**config.mk**
```make
export PLATFORM = sky130hd
export DESIGN_NAME = cfgmon_top
export DESIGN_NICKNAME = d
export VERILOG_FILES = /design/src/rtl/cfgmon_pkg.sv /design/src/rtl/cfgmon_shadow_bank.sv /design/src/rtl/cfgmon_diff_scan.sv /design/src/rtl/cfgmon_trip_fsm.sv /design/src/rtl/cfgmon_top.sv
export SDC_FILE = /design/constraint.sdc
export NUM_CORES = 1
export LEC_CHECK = 0
export ABC_AREA = 1
export BUFFER_PORTS_ARGS = -buffer_cell sky130_fd_sc_hd__buf_2
export CAP_MARGIN = 25
export CELL_PAD_IN_SITES_DETAIL_PLACEMENT = 0
export CELL_PAD_IN_SITES_GLOBAL_PLACEMENT = 1
export CORE_ASPECT_RATIO = 1.1
export CORE_MARGIN = 4
export CORE_UTILIZATION = 44
export CTS_BUF_LIST = sky130_fd_sc_hd__clkbuf_8
export DETAILED_ROUTE_END_ITERATION = 16
export HOLD_SLACK_MARGIN = 0.12
export PLACE_DENSITY_LB_ADDON = 0.1
export SYNTH_ARGS = -nofsm -noshare
export SYNTH_HDL_FRONTEND = slang
export SYNTH_HIERARCHICAL = 1
export SYNTH_SLANG_ARGS = --single-unit
export TNS_END_PERCENT = 10
```
**constraint.sdc**
```tcl
create_clock -name clk -period 3 [get_ports clk]
set_input_delay 0 -clock clk [delete_from_list [all_inputs] [get_ports clk]]
set_output_delay 0 -clock clk [all_outputs]
set_load 0.01 [all_outputs]
```
**src/rtl/cfgmon_pkg.sv**
```systemverilog
package cfgmon_pkg;

    typedef enum logic [0:0] {
        MON_ARMED   = 1'b0,
        MON_TRIPPED = 1'b1
    } mon_state_e;

endpackage

```
**src/rtl/cfgmon_shadow_bank.sv**
```systemverilog
module cfgmon_shadow_bank #(
    parameter int NREG = 8,
    parameter int W    = 16,
    parameter int AW   = 3
) (
    input  logic              clk,
    input  logic              rst_n,
    input  logic              wr_req,
    input  logic              wr_locked,
    input  logic [AW-1:0]     wr_addr,
    input  logic [W-1:0]      wr_data,
    input  logic              inj_en,
    input  logic [AW-1:0]     inj_idx,
    input  logic [W-1:0]      inj_mask,
    output logic [NREG*W-1:0] shadow_flat
);

    logic accept;
    assign accept = wr_req && !wr_locked;

    for (genvar g = 0; g < NREG; g++) begin : g_copy
        logic [W-1:0] shd_q;
        logic [W-1:0] base;
        logic [W-1:0] shd_d;
        logic         wr_hit;
        logic         inj_hit;

        assign wr_hit  = accept && (wr_addr == AW'(g));
        assign inj_hit = inj_en && (inj_idx == AW'(g));

        always_comb begin
            base  = wr_hit  ? wr_data      : shd_q;
            shd_d = inj_hit ? base ^ inj_mask : base;
        end

        always_ff @(posedge clk or negedge rst_n) begin
            if (!rst_n) begin
                shd_q <= '0;
            end else begin
                shd_q <= shd_d;
            end
        end

        assign shadow_flat[g*W +: W] = shd_q;

        // an accepted write lands in this copy on the same edge
        p_accept_write_r2: assert property (@(posedge clk) disable iff (!rst_n)
            (wr_req && !wr_locked && wr_addr == AW'(g) && !inj_en)
            |=> (shadow_flat[g*W +: W] == $past(wr_data)));
    end

    // without an accepted write or an injection, the copies do not move
    p_locked_quiet_r3: assert property (@(posedge clk) disable iff (!rst_n)
        (!(wr_req && !wr_locked) && !inj_en) |=> $stable(shadow_flat));

endmodule

```
**src/rtl/cfgmon_diff_scan.sv**
```systemverilog
module cfgmon_diff_scan #(
    parameter int NREG = 8,
    parameter int W    = 16,
    parameter int AW   = 3
) (
    input  logic [NREG*W-1:0] live_flat,
    input  logic [NREG*W-1:0] shadow_flat,
    output logic              mismatch_any,
    output logic [AW-1:0]     mismatch_idx
);

    logic [NREG-1:0] diff_vec;

    for (genvar g = 0; g < NREG; g++) begin : g_cmp
        assign diff_vec[g] = |(live_flat[g*W +: W] ^ shadow_flat[g*W +: W]);
    end

    assign mismatch_any = |diff_vec;

    // lowest differing index wins
    always_comb begin
        mismatch_idx = '0;
        for (int i = NREG - 1; i >= 0; i--) begin
            if (diff_vec[i]) begin
                mismatch_idx = AW'(i);
            end
        end
    end

endmodule

```
**src/rtl/cfgmon_trip_fsm.sv**
```systemverilog
module cfgmon_trip_fsm
    import cfgmon_pkg::*;
#(
    parameter int AW = 3
) (
    input  logic          clk,
    input  logic          rst_n,
    input  logic          mismatch_any,
    input  logic [AW-1:0] mismatch_idx,
    output logic          reset_req,
    output logic [AW-1:0] first_idx
);

    mon_state_e state_q;
    mon_state_e state_d;

    always_comb begin
        state_d = state_q;
        unique case (state_q)
            MON_ARMED:   if (mismatch_any) state_d = MON_TRIPPED;
            MON_TRIPPED: state_d = MON_TRIPPED;
            default:     state_d = MON_ARMED;
        endcase
    end

    always_ff @(posedge clk or negedge rst_n) begin
        if (!rst_n) begin
            state_q <= MON_ARMED;
        end else begin
            state_q <= state_d;
        end
    end

    always_ff @(posedge clk or negedge rst_n) begin
        if (!rst_n) begin
            first_idx <= '0;
        end else if (state_q == MON_ARMED && state_d == MON_TRIPPED) begin
            first_idx <= mismatch_idx;
        end
    end

    assign reset_req = (state_q == MON_TRIPPED);

    // any mismatch seen while armed produces the request on the next edge
    p_trip_next_r4: assert property (@(posedge clk) disable iff (!rst_n)
        (!reset_req && mismatch_any) |=> reset_req);

    // the request never drops before reset
    p_hold_req_r6: assert property (@(posedge clk) disable iff (!rst_n)
        reset_req |=> reset_req);

    // the index captured on the trip is the scan result of that cycle
    p_idx_capture_r7: assert property (@(posedge clk) disable iff (!rst_n)
        (!reset_req && mismatch_any) |=> (first_idx == $past(mismatch_idx)));

    // the captured index holds afterwards
    p_idx_stable_r7: assert property (@(posedge clk) disable iff (!rst_n)
        reset_req |=> $stable(first_idx));

    // the index stays zero while nothing has tripped
    p_idx_idle_r7: assert property (@(posedge clk) disable iff (!rst_n)
        !reset_req |-> (first_idx == '0));

endmodule

```
**src/rtl/cfgmon_top.sv**
```systemverilog
module cfgmon_top #(
    parameter int  NREG = 8,
    parameter int  W    = 16,
    localparam int AW   = (NREG > 1) ? $clog2(NREG) : 1
) (
    input  logic              clk,
    input  logic              rst_n,
    input  logic [NREG*W-1:0] live_regs,
    input  logic              wr_req,
    input  logic              wr_locked,
    input  logic [AW-1:0]     wr_addr,
    input  logic [W-1:0]      wr_data,
    input  logic              inj_en,
    input  logic [AW-1:0]     inj_idx,
    input  logic [W-1:0]      inj_mask,
    output logic              mm_reset_req,
    output logic [AW-1:0]     mm_first_idx
);

    logic [NREG*W-1:0] shadow_flat;
    logic              mismatch_any;
    logic [AW-1:0]     mismatch_idx;

    cfgmon_shadow_bank #(.NREG(NREG), .W(W), .AW(AW)) u_bank (
        .clk         (clk),
        .rst_n       (rst_n),
        .wr_req      (wr_req),
        .wr_locked   (wr_locked),
        .wr_addr     (wr_addr),
        .wr_data     (wr_data),
        .inj_en      (inj_en),
        .inj_idx     (inj_idx),
        .inj_mask    (inj_mask),
        .shadow_flat (shadow_flat)
    );

    cfgmon_diff_scan #(.NREG(NREG), .W(W), .AW(AW)) u_scan (
        .live_flat    (live_regs),
        .shadow_flat  (shadow_flat),
        .mismatch_any (mismatch_any),
        .mismatch_idx (mismatch_idx)
    );

    cfgmon_trip_fsm #(.AW(AW)) u_fsm (
        .clk          (clk),
        .rst_n        (rst_n),
        .mismatch_any (mismatch_any),
        .mismatch_idx (mismatch_idx),
        .reset_req    (mm_reset_req),
        .first_idx    (mm_first_idx)
    );

    // a tripped request is only possible after the live bank and the copies disagreed
    p_no_spurious_r1: assert property (@(posedge clk) disable iff (!rst_n)
        (!mm_reset_req && live_regs == shadow_flat) |=> !mm_reset_req);

endmodule

```
# Yosys cells after proc, flatten, opt, wreduce, memory -nomap -nowiden

Cells that the tools add are included.
Widths: inputs -> output; s select.

Bits in latches: 0
Bits of input ports: 171
Word-level logic and storage cells: 97
ROM bits: 0
Register bits: 132
Memories kept: 0
Memory bits (writable): 0

Add/sub/neg operators: 0
Shifts and indexed selects: 0
Reductions and logical operators: 30
Divide/modulo/power cells: 0
Multipliers: 0
Equality and inequality tests: 14
Multiplexer cells: 26
Bitwise logic cells: 17
$lt $le $gt $ge: 0

Operators with widths:

| kind               | count |
|---|---|
| $mux 16            | 16 |
| $xor 16x16->16     | 16 |
| $reduce_or 128->1  | 1 |
| $reduce_or 16->1   | 8 |
| $eq 3x3->1 const B | 8 |
| $mux 3             | 8 |
| $logic_and 1x1->1  | 18 |
| $eq 3x2->1 const B | 4 |
| $eq 3x1->1 const B | 2 |
| $logic_not 3->1    | 2 |
| $pmux 1 s2         | 1 |
| $logic_not 1->1    | 1 |
| $mux 1             | 1 |
| $not 1->1          | 1 |

# Logic depth before layout (Yosys ltp)

Gate-level depths: netlist of run 1.

Word-level depth: 10
Gate-level depth with buffers: 15

# Modules after synthesis

Netlist of run 1, hierarchy kept.

By module, submodules not included:

| module             | area each (um^2) | sequential area each (um^2) | instances | cells each |
|---|---|---|---|---|
| cfgmon_shadow_bank | 9640.5           | 3203.1                      | 1         | 1634 |
| cfgmon_diff_scan   | 1880.6           | 0.0                         | 1         | 340 |
| cfgmon_trip_fsm    | 153.9            | 100.1                       | 1         | 16 |

# Worst setup path after synthesis of run 1

OpenSTA, ideal clock, no wires.

Path kind: reg-to-reg
Start point: register u_bank.g_copy[4].shd_q[7]
End point: register u_fsm.state_q (netlist: u_fsm/reset_req)
Cell stages (with the launch flop): 9
Path buffers: 0
Period minus slack after synthesis: 1.647 ns
Setup time: 0.124 ns
Slack: 1.353 ns
Data arrival time: 1.523 ns
Required time: 2.876 ns
Cell sequence: dfrtp_1 xor2_1 nor3_1 nand4_1 nor2_1 nand2_1 nor2_2 nand4_1 or2_1

Cells in the longest elaborated chain, start to end: 4

Ends and longest elaborated chain:

| what                    | line                     | RTL |
|---|---|---|
| start, declared         | cfgmon_shadow_bank.sv:22 | `logic [W-1:0] shd_q;` |
| start signal, assigned  | cfgmon_shadow_bank.sv:38 | `shd_q <= '0;` |
| start signal, assigned  | cfgmon_shadow_bank.sv:40 | `shd_q <= shd_d;` |
| $xor 16x16->16          | cfgmon_diff_scan.sv:15   | `assign diff_vec[g] = \|(live_flat[g*W +: W] ^ shadow_flat[g*W +: W]);` |
| $reduce_or 128->1       | cfgmon_diff_scan.sv:18   | `assign mismatch_any = \|diff_vec;` |
| named net mismatch_any  | cfgmon_top.sv:21         | `logic mismatch_any;` |
| $mux 1                  | cfgmon_trip_fsm.sv:20    | `MON_ARMED: if (mismatch_any) state_d = MON_TRIPPED;` |
| $pmux 1 s2              | cfgmon_trip_fsm.sv:19    | `unique case (state_q)` |
| named net u_fsm.state_d | cfgmon_trip_fsm.sv:15    | `mon_state_e state_d;` |
| end signal, assigned    | cfgmon_trip_fsm.sv:30    | `state_q <= state_d;` |
| end, declared           | cfgmon_trip_fsm.sv:14    | `mon_state_e state_q;` |

The timed path passes the listed nets, and every way through them passes these cells.
A chain may end at the register's enable or synchronous reset.

# Final worst setup path of run 1

Start point: input wr_locked
End point: register u_bank.g_copy[4].shd_q[7]

Cells in the longest elaborated chain, start to end: 6

Ends and longest elaborated chain:

| what                                | line                     | RTL |
|---|---|---|
| start, declared                     | cfgmon_top.sv:10         | `input logic wr_locked,` |
| $logic_not 1->1 *                   | cfgmon_shadow_bank.sv:19 | `assign accept = wr_req && !wr_locked;` |
| $logic_and 1x1->1 *                 | cfgmon_shadow_bank.sv:19 |  |
| $logic_and 1x1->1 *                 | cfgmon_shadow_bank.sv:28 | `assign wr_hit = accept && (wr_addr == AW'(g));` |
| $mux 16 *                           | cfgmon_shadow_bank.sv:32 | `base = wr_hit ? wr_data : shd_q;` |
| $xor 16x16->16                      | cfgmon_shadow_bank.sv:33 | `shd_d = inj_hit ? base ^ inj_mask : base;` |
| $mux 16 *                           | cfgmon_shadow_bank.sv:33 |  |
| named net u_bank.g_copy[4].shd_d[7] | cfgmon_shadow_bank.sv:24 | `logic [W-1:0] shd_d;` |

The timed path passes the listed nets; every way through them passes the cells marked *.

==> impl_results.md, run 1 <==
* Post-Syn Area at between 10000 and 15000 um2
* Hold Worst Slack at between 0.15 and 0.2 ns
* Power Density at approximately 510 nW/um2
* I/O pin count at ~180
* Die width at approximately 160 um
* Crit path kind: in2reg
* Sequential share of the synthesized area at between 20 and 30%
* Root Buffer: clkbuf_8
* Unrepaired setup endpoints after global routing: false
* Grt total ovfl at 0
* Status: finished clean
* Fin crit period at ~2.6 ns
* Reg2reg start: u_bank/g_copy[4].shd_q[2]
* CP endpoint kind: register
* P&R area growth vs syn at 17.3%
* Cells after Synth at between 1500 and 2000
* First-pass GRT wire length at around 72000 um
* Clock Skews at about 0.022 ns
* Max Fclk at approximately 0.39 GHz
* Post-CTS sizing at 0
* Critical path peak fanout at 32
* Startpoint of the worst hold path: wr_addr[1]
* Register clock-pin slew on the reported worst setup and hold paths at 0.09 ns
* Worst r2r path cells at 8
* Setup tns final at 0 ns
* Synthesis Warnings at 6
* Number of vias per cell at between 5 and 6
* HPWL after detailed placement at approximately 32000 um
* Routed Antenna Nets at 0
* Clk sink count at between 100 and 150
* WHS Path Cells at 7
* Hold endpoint: u_bank/g_copy[2].shd_q[4]
* Gr usage total at roughly a third
* Most common cell after layout, fill and taps aside: nand2_1
* Die H at about 180 um
* H-tree lvl count at 4
* FF+latch count, synth at ~130
* Least-Margin Pin Slew at 0.788 ns
* Reg-to-reg endpoint: u_fsm/reset_req
* Antenna violations before repair at 0
* Startpoint Class: input pin
* Port Buffers at ~170
* Die area at roughly 29000 um2
* Vias at between 10000 and 15000
* Setup bufs post-CTS at 0
* Max-cap violation count at 0
* Post-route DRC at 0
* # setup viols final at 0
* Final nets at around 2300
* Worst slew margin at between 40% and 50%
* Number of global-route vias before repair at ~12000
* Drt pass-1 iters at 6
* Period utilization at ~86%
* Slew Viols, Final at 0
* CTS Buf Count at 17
* Final Hold Fails at 0
* Final WL at around 49000 um
* Buffer depth of the longest clock path at 2
* VDD IR max at roughly 280 uV
* Wire per inst at ~19 um
* Critical path arrival at 2.94 ns
* Synthesized area per cell at 5.87 um2
* Slack of the worst reg-to-reg path at 1.00 ns
* Total core area at ~26000 um2
* Standard-cell rows at a little over 60
* Hold WC Path Type: in2reg
* Skew-Pair Late Insertion Delay at about 0.46 ns
* GPL Wtd Cong at 0.937
* First DRT Iteration DRCs at about 1700
* Layout cells sized above 1 at a little under an eighth
* Starting Density at 44.7%
* Leakage power at ~7.6 nW
* Count of cell types in the netlist at 33
* Largest net degree at the start of global routing at 61
* Most frequent cells in the layout: nand2_1, inv_1, nand3_1
* Net Count, Synth at ~2200
* CTS tree: built
* CP required at roughly 3.4 ns
repair_timing:
item	CTS	global route
hold buffers	54	0
setup endpoints to repair	0	0
hold endpoints to repair	245	0
where the power goes:
part | switching (mW) | internal [mW]
Combinational | 1.50 | 1.14
Clock | 0.817 | 0.840
Sequential | 0.466 | 2.25
stage by stage:
| step | cells | instance area [um2] | util, % | setup slack (ns) | total power [mW] |
|---|---|---|---|---|---|
| 6_report | 2534 | 13700 | 52.4 | 0.421 | 7.01 |
| 3_5_place_dp | 2448 | 12700 | 48.7 | 1.04 | 5.21 |
| 4_1_cts | 2533 | 13700 | 52.4 | 0.527 | 7.00 |
| 3_3_place_gp | 2448 | 12700 | 48.7 | 1.07 | 5.15 |
| 2_1_floorplan | 1990 | 11700 | - | 1.35 | 4.44 |
| 5_1_grt | 2533 | 13700 | 52.4 | 0.243 | 7.53 |
how the worst max path moves through the flow:
stage | from | to | slack (ns) | cells after the start
5_1_grt | wr_locked | u_bank/g_copy[4].shd_q[7] | 0.24 | 9
4_1_cts | wr_locked | u_bank/g_copy[0].shd_q[4] | 0.53 | 9
2_1_floorplan | u_bank/g_copy[4].shd_q[7] | u_fsm/reset_req | 1.35 | 8
6_report | wr_locked | u_bank/g_copy[4].shd_q[7] | 0.42 | 9
3_3_place_gp | u_bank/g_copy[4].shd_q[0] | u_fsm/reset_req | 1.07 | 8
3_5_place_dp | u_bank/g_copy[4].shd_q[2] | u_fsm/reset_req | 1.04 | 8
cell families (layout without fill, tap and decap cells):
logic type / after synthesis / in the layout / synth area share [%]
DFF: 132 / 132 / 28.3
other: 0 / 1 / 0
AOI/OAI and AO/OA: 38 / 38 / 2.36
and+or+nand+nor: 1299 / 1299 / 47.6
buffers and inverters: 425 / 616 / 14.5
xor gates and xnor gates: 96 / 96 / 7.20
flip-flops by register name (all words and copies together) (netlist names):
register / flops
u_fsm/reset_req: 1
u_fsm/first_idx: 3
u_bank/g_copy.shd_q: 128
worst max-delay path: stages:
cell,delay [ns]
dlygate4sd3_1,0.54
buf_2,0.15
nor2_4,0.52
nand3_2,0.70
nand2_1,0.25
nand3_1,0.09
dlygate4sd3_1,0.57
nand2_1,0.07
inv_1,0.04
area by class of cell:
class | instances | area [um2]
Timing Repair Buffer | 246 | 1590
Clock buffer | 18 | 248
Antenna cell | 1 | 2.50
Fill cell | 2765 | 12400
Tap cell | 352 | 440
Multi-Input combinational cell | 1433 | 6680
Clock inverter | 13 | 159
Sequential cell | 132 | 3300
Inverter | 339 | 1270
cells in the mapped netlist:
library cell | instances | area (um2)
o211ai_1 | 1 | 7.51
nand4_2 | 1 | 12.5
nand2_1 | 725 | 2720
inv_2 | 4 | 15.0
clkbuf_1 | 31 | 116
nor3_4 | 1 | 16.3
nor2_2 | 8 | 50.1
nand2_2 | 8 | 50.1
and2_4 | 1 | 8.76
nand3_1 | 331 | 1660
nand4_1 | 10 | 62.6
xor2_1 | 21 | 184
a21oi_1 | 3 | 15.0
nor4_1 | 1 | 6.26
nand3_4 | 1 | 17.5
buf_2 | 41 | 205
o21ai_1 | 1 | 5.00
nand3b_1 | 17 | 128
or2_0 | 6 | 37.5
nor3b_2 | 1 | 12.5
buf_4 | 13 | 97.6
o21a_1 | 1 | 7.51
nor2_4 | 6 | 67.6
nor3_1 | 3 | 15.0
or2_1 | 3 | 18.8
xnor2_1 | 75 | 657
clkinv_1 | 1 | 3.75
nor2_1 | 173 | 649
dfrtp_1 | 132 | 3300
buf_1 | 1 | 3.75
inv_1 | 334 | 1250
nand3_2 | 3 | 30.0
o21bai_1 | 32 | 240
layer usage:
metal | routed length [um] | part of all wire (%) | global-route usage [%]
met4 | 2100 | 4.3 | 14.5
met5 | 0 | 0 | 0
met1 | 19500 | 40 | 45.3
met3 | 5410 | 11 | 6.88
met2 | 21600 | 44 | 50.7
Note: power is estimated with default switching activity, not from simulation.
==> run 2, diff against run 1 <==
Settings changed: CORE_UTILIZATION 44 to 41.
Clock period 3 ns to 2.91 ns, I/O delays scaled along.
==> run 2 against run 1 <==
Effect of this change: sequential share of layout area rose by 0.19 points; cell area fell by 0.79%; clock power down 8%; combinational power is 3% higher; via count fell by 0.70%; utilization down 3.8 points; die area up 7.0%; sequential power rose by 3%; count of clock-buffer cells in the layout is 1 lower; sequential cell count unchanged; critical path depth down 1; global-route usage is 2.2 points lower.
==> impl_results.md, run 2 (synthesis gave the netlist of run 1 again) <==
* Vias at between 10000 and 15000
* P&R area growth vs syn at 16.4%
* Number of global-route vias before repair at between 10000 and 15000
* Worst path bufs/invs at 3
* Cell area after layout at 13600 um2
* Clock Skews at roughly 0.017 ns
* Antenna violations before repair at 1
* Gr usage total at between 30% and 40%
* Pwr Total at around 7.0 mW
* Setup bufs post-CTS at 0
* Wire per inst at between 15 and 20 um
* Power Density at approximately 520 nW/um2
* Post-route DRC at 0
* VDD IR max at ~250 uV
* Die width at around 170 um
* # setup viols final at 0
* Routed Antenna Nets at 0
* Drt pass-1 iters at 7
* Grt total ovfl at 0
* Standard-cell rows at between 60 and 70
* Critical path peak fanout at 32
* Hold_buf cts at just under 50
* Die area at between 30000 and 40000 um2
* Worst slew margin at between 40% and 50%
* First DRT Iteration DRCs at roughly 1500
* Slowest stage delay, CP at 0.66 ns
* CP endpoint kind: register
* Layout cells sized above 1 at a little under an eighth
* Crit path max-delay family: simple AND/OR/NAND/NOR gates
* Setup tns final at 0 ns
* Critical path arrival at around 2.4 ns
* Port Buffers at ~170
* CP max-delay cell: nand3_2
* Biggest register: u_bank/g_copy.shd_q
* Crit-path cells: buf_2 > nor2_2 > nand3_2 > nand2_1 > nand3_1 > dlygate4sd3_1 > nand2_1 > inv_1
* Max-cap violation count at 0
* Starting Density at 41.8%
* Total core area at between 20000 and 30000 um2
* Final Hold Fails at 0
* Diode count at 0
* Least-Margin Pin Slew at between 0.7 and 0.8 ns
* CTS tree: built
* Reg-to-reg endpoint: u_fsm/reset_req
* Leakage power at about 7.5 nW
* Register clock-pin slew on the reported worst setup and hold paths at 0.10 ns
* Placed inst area at 12700 um2
* Max Fclk at a little under 0.5 GHz
* I/O pin count at 175
* Largest net degree at the start of global routing at between 90 and 100
* Post-CTS sizing at 0
* Slew Viols, Final at 0
* H-tree lvl count at 4
* HPWL after detailed placement at approximately 33000 um
* Final nets at roughly 2300
* Skew-Pair Late Insertion Delay at around 0.46 ns
* GPL Wtd Cong at roughly 0.94
* First-pass GRT wire length at between 70000 and 80000 um
* Slack of the worst reg-to-reg path at 0.90 ns
* Reg2reg start: u_bank/g_copy[4].shd_q[0]
* Fill cells at slightly below 3000
* Unrepaired setup endpoints after global routing: false
* Number of vias per cell at 5.23
* Final WL at about 50000 um
* Largest register FFs at about 130
* Hold WC Path Type: in2async
* Period utilization at between 70 and 80%
* Startpoint Class: input pin
* CP dominant cell by count: nand2_1
* Die H at ~180 um
* Clk sink count at around 130
* Most frequent cells in the layout: nand2_1, inv_1, nand3_1
* Worst r2r path cells at 8
* Status: finished clean
* CTS Buf Count at 17
* Fin crit period at just over 2 ns
* Buffer depth of the longest clock path at 2
* Root Buffer: clkbuf_8
* Most common cell after layout, fill and taps aside: nand2_1
* CP Launch Point: wr_addr[0]
* CP required at approximately 3.3 ns
* Crit path kind: in2reg
[run 2: worst max path at each step]
stage                                             to  slack [ns]  cells past startpoint
after floorplan                      u_fsm/reset_req        1.26                      8
after global placement               u_fsm/reset_req        0.91                      8
after detailed placement             u_fsm/reset_req        0.88                      8
after CTS                            u_fsm/reset_req        0.88                      8
after global routing      u_bank/g_copy[4].shd_q[14]        0.69                      8
final                      u_bank/g_copy[4].shd_q[5]        0.86                      8
[run 2: layout make-up]
class,instances,area [um2],share of cell area (%)
Inverter,339,1270,9.37
Tap cell,363,454,3.34
Clock inverter,13,114,0.838
Clock buffer,17,234,1.72
Multi-Input combinational cell,1433,6680,49.2
Timing Repair Buffer,241,1530,11.2
Sequential cell,132,3300,24.3
[run 2: power by group]
part / internal (mW) / switching, mW
registers: 2.32 / 0.467
clock network: 0.663 / 0.869
logic: 1.17 / 1.54
total: 4.15 / 2.88
[run 2: metal layers]
metal	wire length, um	share of wire [%]	up-vias	global-route usage [%]
li1	-	-	6350	-
met1	21100	43	6149	43.9
met2	21700	44	702	47.4
met3	4810	9.8	81	5.46
met4	1520	3.1	0	10.9
met5	0	0	-	0
[run 2: worst register-to-register path: stages, from the launching register on]
cell     delay [ns]
dfrtp_1        0.41
xor2_1         0.16
nor2_1         0.14
nand4_1        0.15
nor2_1         0.30
nand2_1        0.12
nor2_2         0.14
nand4_1        0.21
or2_1          0.28
[run 2: stage by stage]
step	worst slack, ns	utilization (%)	cells	hold slack (ns)
2_1_floorplan	1.26	-	1990	-0.296
3_3_place_gp	0.914	45.6	2459	0.0934
3_5_place_dp	0.878	45.6	2459	0.0895
4_1_cts	0.876	48.6	2538	0.149
5_1_grt	0.690	48.6	2538	0.186
6_report	0.857	48.6	2538	0.135
